==> src/rtl/adc_seq_pkg.sv <==
package adc_seq_pkg;
  localparam int unsigned FAST_PERIODS = 20;
  localparam int unsigned SLOW_PERIODS = 21;
  localparam int unsigned ACQ_PERIODS  = 2;

  typedef enum logic [1:0] {
    SQ_IDLE = 2'd0,
    SQ_PEND = 2'd1,
    SQ_CONV = 2'd2,
    SQ_ACQ  = 2'd3
  } seq_state_e;
endpackage

==> src/rtl/mclk_phase.sv <==
module mclk_phase #(
  parameter int unsigned HALF = 2
) (
  input  logic clk,
  input  logic rst_n,
  output logic rise_tick,
  output logic fall_tick
);
  localparam int unsigned PW = (HALF > 1) ? $clog2(HALF) : 1;

  logic [PW-1:0] pcnt_q, pcnt_d;
  logic          lvl_q, lvl_d;
  logic          tick;

  assign tick      = (pcnt_q == PW'(HALF - 1));
  assign rise_tick = tick & ~lvl_q;
  assign fall_tick = tick & lvl_q;

  always_comb begin
    pcnt_d = tick ? '0 : pcnt_q + 1'b1;
    lvl_d  = tick ? ~lvl_q : lvl_q;
  end

  always_ff @(posedge clk or negedge rst_n) begin
    if (!rst_n) begin
      pcnt_q <= '0;
      lvl_q  <= 1'b0;
    end else begin
      pcnt_q <= pcnt_d;
      lvl_q  <= lvl_d;
    end
  end

  a_r4_ticks_exclusive: assert property (@(posedge clk) disable iff (!rst_n)
    fall_tick |=> !fall_tick || (HALF == 1));
endmodule

==> src/rtl/cal_timer.sv <==
module cal_timer #(
  parameter int unsigned CYCLES = 900000
) (
  input  logic clk,
  input  logic rst_n,
  output logic cal_active
);
  localparam int unsigned CW = ($clog2(CYCLES + 1) > 0) ? $clog2(CYCLES + 1) : 1;

  logic [CW-1:0] cnt_q, cnt_d;
  logic          cnt_en;

  assign cal_active = (cnt_q != '0);
  assign cnt_en     = cal_active;

  always_comb begin
    cnt_d = cnt_q - 1'b1;
  end

  always_ff @(posedge clk or negedge rst_n) begin
    if (!rst_n) begin
      cnt_q <= CW'(CYCLES);
    end else if (cnt_en) begin
      cnt_q <= cnt_d;
    end
  end

  a_r9_lock_releases_once: assert property (@(posedge clk) disable iff (!rst_n)
    !cal_active |=> !cal_active);
endmodule

==> src/rtl/conv_fsm.sv <==
module conv_fsm
  import adc_seq_pkg::*;
#(
  parameter int unsigned RES_BITS  = 14,
  parameter int unsigned WORD_BITS = 16
) (
  input  logic                 clk,
  input  logic                 rst_n,
  input  logic                 rise_tick,
  input  logic                 fall_tick,
  input  logic                 req_pin,
  input  logic                 req_sw,
  input  logic [RES_BITS-1:0]  comp_bits,
  output logic                 busy,
  output logic                 hold,
  output logic                 sw_start,
  output logic [WORD_BITS-1:0] result
);
  localparam int unsigned PAD = WORD_BITS - RES_BITS;
  localparam int unsigned CW  = $clog2(SLOW_PERIODS + 1);

  seq_state_e           state_q, state_d;
  logic [CW-1:0]        cnt_q, cnt_d;
  logic                 sok_q, sok_d;
  logic                 sw_q, sw_d;
  logic [WORD_BITS-1:0] res_q, res_d;
  logic                 accept;

  assign accept   = (state_q == SQ_IDLE) & (req_pin | req_sw);
  assign busy     = (state_q == SQ_CONV);
  assign hold     = (state_q == SQ_PEND) | (state_q == SQ_CONV);
  assign sw_start = sw_q;
  assign result   = res_q;

  always_comb begin
    state_d = state_q;
    cnt_d   = cnt_q;
    sok_d   = sok_q;
    sw_d    = sw_q;
    res_d   = res_q;
    case (state_q)
      SQ_IDLE: begin
        if (accept) begin
          state_d = SQ_PEND;
          sok_d   = rise_tick;
          if (req_sw) sw_d = 1'b1;
        end
      end
      SQ_PEND: begin
        if (rise_tick) sok_d = 1'b1;
        if (fall_tick) begin
          state_d = SQ_CONV;
          cnt_d   = sok_q ? CW'(FAST_PERIODS) : CW'(SLOW_PERIODS);
          sok_d   = 1'b0;
        end
      end
      SQ_CONV: begin
        if (fall_tick) begin
          if (cnt_q == CW'(1)) begin
            state_d = SQ_ACQ;
            cnt_d   = CW'(ACQ_PERIODS);
            sw_d    = 1'b0;
            res_d   = {{PAD{1'b0}}, comp_bits};
          end else begin
            cnt_d = cnt_q - 1'b1;
          end
        end
      end
      default: begin
        if (fall_tick) begin
          if (cnt_q == CW'(1)) state_d = SQ_IDLE;
          else                 cnt_d   = cnt_q - 1'b1;
        end
      end
    endcase
  end

  always_ff @(posedge clk or negedge rst_n) begin
    if (!rst_n) begin
      state_q <= SQ_IDLE;
      cnt_q   <= '0;
      sok_q   <= 1'b0;
      sw_q    <= 1'b0;
      res_q   <= '0;
    end else begin
      state_q <= state_d;
      cnt_q   <= cnt_d;
      sok_q   <= sok_d;
      sw_q    <= sw_d;
      res_q   <= res_d;
    end
  end

  a_r2_hold_on_accept: assert property (@(posedge clk) disable iff (!rst_n)
    accept |=> hold);
  a_r3_sw_bit_set: assert property (@(posedge clk) disable iff (!rst_n)
    (accept && req_sw) |=> sw_start);
  a_r4_busy_on_fall: assert property (@(posedge clk) disable iff (!rst_n)
    $rose(busy) |-> $past(fall_tick));
  a_r6_result_only_at_end: assert property (@(posedge clk) disable iff (!rst_n)
    !$fell(busy) |-> $stable(result));
  a_r7_sw_cleared: assert property (@(posedge clk) disable iff (!rst_n)
    $fell(busy) |-> (!sw_start && !hold));
  a_r8_no_restart_after_end: assert property (@(posedge clk) disable iff (!rst_n)
    $fell(busy) |=> !hold);
endmodule

==> src/rtl/adc_start_seq.sv <==
module adc_start_seq #(
  parameter int unsigned MCLK_HALF  = 2,
  parameter int unsigned CAL_CYCLES = 900000,
  parameter int unsigned RES_BITS   = 14,
  parameter int unsigned WORD_BITS  = 16
) (
  input  logic                 clk,
  input  logic                 rst_n,
  input  logic                 conv_n,
  input  logic                 ctrl_wr,
  input  logic                 ctrl_start_val,
  input  logic [RES_BITS-1:0]  comp_bits,
  output logic                 busy,
  output logic                 hold,
  output logic                 sw_start,
  output logic                 cal_active,
  output logic [WORD_BITS-1:0] result
);
  logic pin_q;
  logic pin_rise;
  logic rise_tick, fall_tick;
  logic req_pin, req_sw;

  always_ff @(posedge clk or negedge rst_n) begin
    if (!rst_n) pin_q <= 1'b1;
    else        pin_q <= conv_n;
  end

  assign pin_rise = conv_n & ~pin_q;
  assign req_pin  = pin_rise & ~cal_active;
  assign req_sw   = ctrl_wr & ctrl_start_val & ~cal_active;

  mclk_phase #(.HALF(MCLK_HALF)) u_phase (
    .clk       (clk),
    .rst_n     (rst_n),
    .rise_tick (rise_tick),
    .fall_tick (fall_tick)
  );

  cal_timer #(.CYCLES(CAL_CYCLES)) u_cal (
    .clk        (clk),
    .rst_n      (rst_n),
    .cal_active (cal_active)
  );

  conv_fsm #(.RES_BITS(RES_BITS), .WORD_BITS(WORD_BITS)) u_fsm (
    .clk       (clk),
    .rst_n     (rst_n),
    .rise_tick (rise_tick),
    .fall_tick (fall_tick),
    .req_pin   (req_pin),
    .req_sw    (req_sw),
    .comp_bits (comp_bits),
    .busy      (busy),
    .hold      (hold),
    .sw_start  (sw_start),
    .result    (result)
  );

  a_r9_cal_stays_track: assert property (@(posedge clk) disable iff (!rst_n)
    cal_active |-> (!hold && !sw_start));
endmodule

==> config.mk <==
export PLATFORM = sky130hd
export DESIGN_NAME = adc_start_seq
export DESIGN_NICKNAME = d
export VERILOG_FILES = /design/src/rtl/adc_seq_pkg.sv /design/src/rtl/mclk_phase.sv /design/src/rtl/cal_timer.sv /design/src/rtl/conv_fsm.sv /design/src/rtl/adc_start_seq.sv
export SDC_FILE = /design/constraint.sdc
export NUM_CORES = 1
export LEC_CHECK = 0
export BUFFER_PORTS_ARGS = -buffer_cell sky130_fd_sc_hd__buf_4
export CAP_MARGIN = 10
export CORE_UTILIZATION = 40
export CTS_BUF_LIST = sky130_fd_sc_hd__clkbuf_2 sky130_fd_sc_hd__clkbuf_4 sky130_fd_sc_hd__clkbuf_8
export DETAILED_ROUTE_END_ITERATION = 10
export PLACE_DENSITY = 0.65
export SYNTH_ARGS = -nofsm -noshare
export SYNTH_HDL_FRONTEND = slang
export SYNTH_SLANG_ARGS = --single-unit
==> constraint.sdc <==
create_clock -name clk -period 2.7 [get_ports clk]
set_clock_uncertainty 0.2 [all_clocks]
set_input_delay 0.405 -clock clk [delete_from_list [all_inputs] [get_ports clk]]
set_output_delay 0.405 -clock clk [all_outputs]
set_load 0.01 [all_outputs]
Yosys cells after proc, flatten, opt, wreduce, memory -nomap -nowiden. Cells that the tools add are included.

Bits of input ports: 19. Word-level logic and storage cells: 70. Output and inout port bits: 20. Register bits: 46.

Equality and inequality tests: 10. Reductions and logical operators: 11. Add/sub/neg operators: 3. Muxes and demuxes: 24. Bitwise logic cells: 13.

Operators with widths (number): $mux 5 (5); $reduce_bool 20->1 (1); $sub 20x1->20 const B (1); $pmux 5 s3 (1); $mux 2 (6); $mux 1 (9); $reduce_and 3->1 (3); $ne 2x1->1 const B (4); $and 1x1->1 (7); $ne 3x2->1 const B (2); $pmux 2 s3 (1); $reduce_and 6->1 (1); $reduce_bool 2->1 (3); $eq 5x1->1 const B (1); $reduce_and 5->1 (1); $sub 5x1->5 const B (1); $not 1->1 (4); $pmux 1 s2 (2); $reduce_bool 3->1 (1); $eq 2x1->1 const B (1); $eq 2x2->1 const B (1); $logic_not 2->1 (1); $ne 2x2->1 const B (1); $or 1x1->1 (2); $add 1x1->1 const B (1).

Logic depth before layout (Yosys ltp).
Depth in word-level cells: 7. Depth in mapped cells: 8. Depth with buffers taken out: 8.

Cells and area by module. From an unflattened synthesis, not the netlist that was laid out.

Cells, all modules: 208. Area total of the unflattened synthesis: 2477.4 µm².

By module, submodules not included: conv_fsm (sequential area each 575.6 µm², times used 1, area each 1199.9 µm², cells an instance 99); cal_timer (sequential area each 514.2 µm², times used 1, area each 1151.1 µm², cells an instance 100); mclk_phase (sequential area each 50.0 µm², times used 1, area each 78.8 µm², cells an instance 6); adc_start_seq (sequential area each 26.3 µm², times used 1, area each 47.5 µm², cells an instance 3).

Worst setup path before layout. No wires, ideal clock.

Path type: register to register. Start: register u_cal.cnt_q[0]. End: register u_fsm.sw_q, in the netlist u_fsm.sw_start. Library setup time: 137 ps. Period minus slack after synthesis: 2413 ps. Data arrival time: 2076 ps. Path slack: 287 ps. Required time: 2363 ps. Cell stages (with the launch flop): 9. Path buffers: 0. Cells stage by stage: dfrtp_1 > inv_1 > ha_1 > or4b_1 > or4_4 > nor2_4 > inv_2 > o211ai_1 > o311ai_1.

Cells in the longest elaborated chain, start to end: 7. Elaborated cells between the ends (all ways): 9. Those cells by class: eq/ne: 2; bitwise: 5; reduce/logical: 2.

Ends and longest elaborated chain: start, declared (line cal_timer.sv:10) `logic [CW-1:0] cnt_q, cnt_d;`; start signal, assigned (line cal_timer.sv:22) `cnt_q <= CW'(CYCLES);`; start signal, assigned (line cal_timer.sv:24) `cnt_q <= cnt_d;`; $reduce_bool 20->1 * (line cal_timer.sv:13) `assign cal_active = (cnt_q != '0);`; net cal_active (line adc_start_seq.sv:16) `output logic cal_active,`; $not 1->1 * (line adc_start_seq.sv:30, adc_start_seq.sv:31); $and 1x1->1 (on tied branches) (line adc_start_seq.sv:30, adc_start_seq.sv:31); $or 1x1->1 (line conv_fsm.sv:29) `assign accept = (state_q == SQ_IDLE) & (req_pin | req_sw);`; $and 1x1->1 (line conv_fsm.sv:29); $ne 2x1->1 (no line); $reduce_and 5->1 (no line) *; end signal, assigned (line conv_fsm.sv:89) `sw_q <= sw_d;`; end, declared (line conv_fsm.sv:25) `logic sw_q, sw_d;`.

The timed path passes the listed nets; every way through them passes the cells marked *. A chain may end at the register's enable or synchronous reset.

Worst setup path in the final report.
Start: register u_cal.cnt_q[10]. End: output cal_active.

Cells in the longest elaborated chain, start to end: 1.

Ends and longest elaborated chain (line): $reduce_bool 20->1 (cal_timer.sv:13); end, declared (adc_start_seq.sv:16).

No other way between the ends.

==> summary.md <==
| Metric | Value |
|---|---|
| Synth-to-layout area growth | `29.5%` |
| Post-synth ARST share | `100%` |
| Worst rel slew slack | `59.5%` |
| Via density | `5.21` |
| R2R setup slack | `0.04 ns` |
| Status | `finished, violations left` |
| Max VDD drop | `0.223 mV` |
| Worst Hold Class | `in -> reg` |
| P_sw | `0.267 mW` |
| Endpoint type of the worst setup path | `output pin` |
| RSZ-0062 raised after global routing | `yes` |
| Routability cong. | `0.771` |
| Sw frac | `21.8%` |
| Comb power frac | `5.8%` |
| Mux share of post-synthesis cell area | `8.82%` |
| Initial DRC count | `63` |
| Core area | `5510 µm²` |
| Vert. Die Dim | `77.6 µm` |
| HPWL Detailed | `3010 µm` |
| Max cap viols | `0` |
| Failing checks | `negative setup slack` |
| Clock share of power | `36.5%` |
| Pint | `0.958 mW` |
| FMAX | `0.363 GHz` |
| Initial antenna violation count | `0` |
| Clock buffer depth | `2` |
| Seq/Total Area, Yosys | `51.1%` |
| Worst Hold Launch | `conv_n` |
| Startpoint types | `register` |
| DRT Pass-1 Iters | `4` |
| Crit Reg-Reg Endpoint | `u_cal.cnt_q[18]` |
| Mapped Cells | `203` |
| Worst-Skew Late Latency | `0.30 ns` |
| Worst hold stages | `1` |
| CTS tree | `yes` |
| H-tree levels | `2` |
| DRC errors left | `0` |
| Flop pwr share | `57.7%` |
| Pin count of the biggest net entering global routing | `47` |
| Vias | `1777` |
| Post-Synth Simple-Gate Area | `16.7%` |
| Post-Syn Area | `2280 µm²` |
| Avg Inst Size Synth | `11.2 µm²` |
| LEAKAGE | `1.45 nW` |
| Clk slew on worst S/H paths | `0.08 ns` |
| Final net count | `295` |
| Post-synthesis compound-gate area fraction | `9.26%` |
| Initial Util | `41.5%` |
| Worst Path Max Fanout | `4` |
| Post-Synth Adder-Cell Area | `4.38%` |
| Routed wire length | `4760 µm` |
| Worst EP required | `2.10 ns` |
| Worst Path Arrival | `2.15 ns` |
| Final setup viols | `1` |
| Top cells by area, synth | `dfrtp_1 37%, dfstp_2 14%, mux2_2 7.4%, ha_1 4.4%, xnor2_1 3.5%` |
| Die area | `6010 µm²` |
| Core Rows | `27` |
| Number of buffers created by CTS | `5` |
| Die X-Extent | `77.6 µm` |
| Prevailing post-synth register cell | `dfrtp_1` |
| Power density over the cells | `414 nW/µm²` |
| Clock sink total | `46` |
| Main combinational cell family by area after synthesis | `simple AND/OR/NAND/NOR gates` |
| DR WL/cell | `14.0 µm` |
| Number of synthesized flops with an enable pin | `0` |
| Synth Register Bits | `46` |
| Reg2Reg Launch Point | `u_cal.cnt_q[0]` |
| Vias in the first global route | `1723` |
| Hold Vio Cnt, Final | `0` |
| Input/output buffers | `36` |
| Root Buffer | `clkbuf_8` |
| Period minus WS final | `2.76 ns` |
| Ant diodes | `0` |
| Tcrit/Tclk final | `102%` |
| Pwr Total | `1.22 mW` |
| Hold Slack | `0.0214 ns` |
| Antenna-violating nets left | `0` |
| Worst min-delay path endpoint | `pin_q` |
| Max-slew violation count | `0` |
| Syn. warnings | `0` |
| Layout cell share with drive strength beyond 1 | `43.5%` |
| Synth Area in XOR/XNOR | `6.14%` |
| Setup ws final | `-0.0562 ns` |
| Placed instance area | `2660 µm²` |
| Crit Path Category | `reg -> out` |
| Non-Filler Cell Area, Final | `2960 µm²` |
| Distinct cells, synth | `48` |
| Worst reg-to-reg path cell count | `15` |
| Yosys top cell area share | `37.3%` |
| Gr ovfl total | `0` |
| Gr usage total | `16.9%` |
| Area leader, netlist | `dfrtp_1` |
| Slew @ Worst Pin | `0.599 ns` |
| Global-route wire length before repair | `7870 µm` |
| IO Pins | `39` |
## cell usage in the layout (no fill, tap or decap), drive strengths merged, types with 2 or more instances in the layout
master,count
nor2,17
clkbuf,7
or4,5
inv,12
nand2,13
a21oi,6
mux2,17
dfrtp,34
o31a,2
xnor2,9
ha,8
dfstp,12
nor3,3
buf,63
o22ai,2
xor2,7
o21ai,9
conb,2
or4b,3
nor4,7
or3,5
nand4,2
nand3,5
## registers in the layout, summed over array words and instances, names as in the netlist
name            flops
u_phase.lvl_q       1
pin_q               1
u_fsm.cnt_q         5
u_cal.cnt_q        20
u_phase.pcnt_q      1
u_fsm.sw_start      1
u_fsm.result       14
u_fsm.state_q       2
u_fsm.sok_q         1
## power by group through the flow
| stage | clock (mW) | sequential [mW] | combinational (mW) |
|---|---|---|---|
| after global placement | 0 | 0.719 | 0.0712 |
| after detailed placement | 0 | 0.720 | 0.0720 |
| after global routing | 0.486 | 0.708 | 0.0793 |
| final | 0.447 | 0.707 | 0.0712 |
| after CTS | 0.462 | 0.707 | 0.0730 |
| after floorplan | 0 | 0.725 | 0.0152 |
## timing repair
action,in CTS,in global routing
setup buffers,19,3
hold endpoints to repair,34,0
pin swaps,2,6
resized for setup,5,6
endpoints found under the setup margin,1,12
hold buffers,1,0
## cell usage after synthesis (2+ instances only)
master and n:
o21ai_0 8, nand2_1 13, xor2_1 7, mux2_2 15, or4_4 4, nor2_1 16, o22ai_1 2, or3_1 5
dfrtp_1 34, nor3_1 3, dfstp_2 12, o31a_1 2, nor4_1 5, nand4_1 2, inv_1 11, xnor2_1 9
buf_4 2, clkbuf_1 5, or4b_1 2, ha_1 8, a21oi_1 6, mux2_1 2, nand3_1 5
## cell families (layout without fill, tap and decap cells)
| group | Yosys count | count (layout) |
|---|---|---|
| AO/OA/AOI/OAI | 31 | 31 |
| XOR/XNOR | 16 | 16 |
| adder cells (fa/ha/maj) | 8 | 8 |
| buffers and inverters | 19 | 84 |
| flip-flops | 46 | 46 |
| multiplexers | 18 | 18 |
| other | 1 | 2 |
| AND/OR/NAND/NOR | 64 | 64 |
## layer usage
metal | routed length, µm | track usage [%]
met5 | 0 | 0
met4 | 111 | 7.17
met3 | 182 | 4.00
met2 | 2290 | 27.6
met1 | 2180 | 21.2
## critical path, stage by stage, from the launching register on
cell	delay, ns
dfrtp_2	0.43
or4_4	0.56
or4_4	0.56
nor2_4	0.13
inv_2	0.06
buf_6	0.12
## final cells by class
type,instances,area [µm²]
Inverter,12,45.0
Fill cell,460,2550
Clock inverter,1,5.00
Timing Repair Buffer,64,487
Clock buffer,7,90.1
Multi-Input combinational cell,139,1070
Sequential cell,46,1170
Tap cell,72,90.1
## how the worst max path moves through the flow
stage | start | end | slack, ns | cells after the start
final | u_cal.cnt_q[10] | cal_active | -0.06 | 5
after global routing | u_cal.cnt_q[10] | cal_active | -0.08 | 5
after CTS | u_cal.cnt_q[0] | cal_active | -0.09 | 7
after detailed placement | u_cal.cnt_q[0] | cal_active | 0.17 | 7
after global placement | u_cal.cnt_q[0] | cal_active | 0.21 | 7
after floorplan | u_cal.cnt_q[0] | u_fsm.sw_start | 0.29 | 8
## per-stage QoR
step,utilization [%],setup WS (ns),std cells,TNS [ns]
2_1_floorplan,-,0.287,204,0
3_3_place_gp,48.3,0.213,311,0
3_5_place_dp,48.3,0.171,311,0
4_1_cts,53.0,-0.0857,339,-0.114
5_1_grt,53.7,-0.0844,341,-0.150
6_report,53.7,-0.0562,341,-0.0562
(Power assumes the default switching activity.)
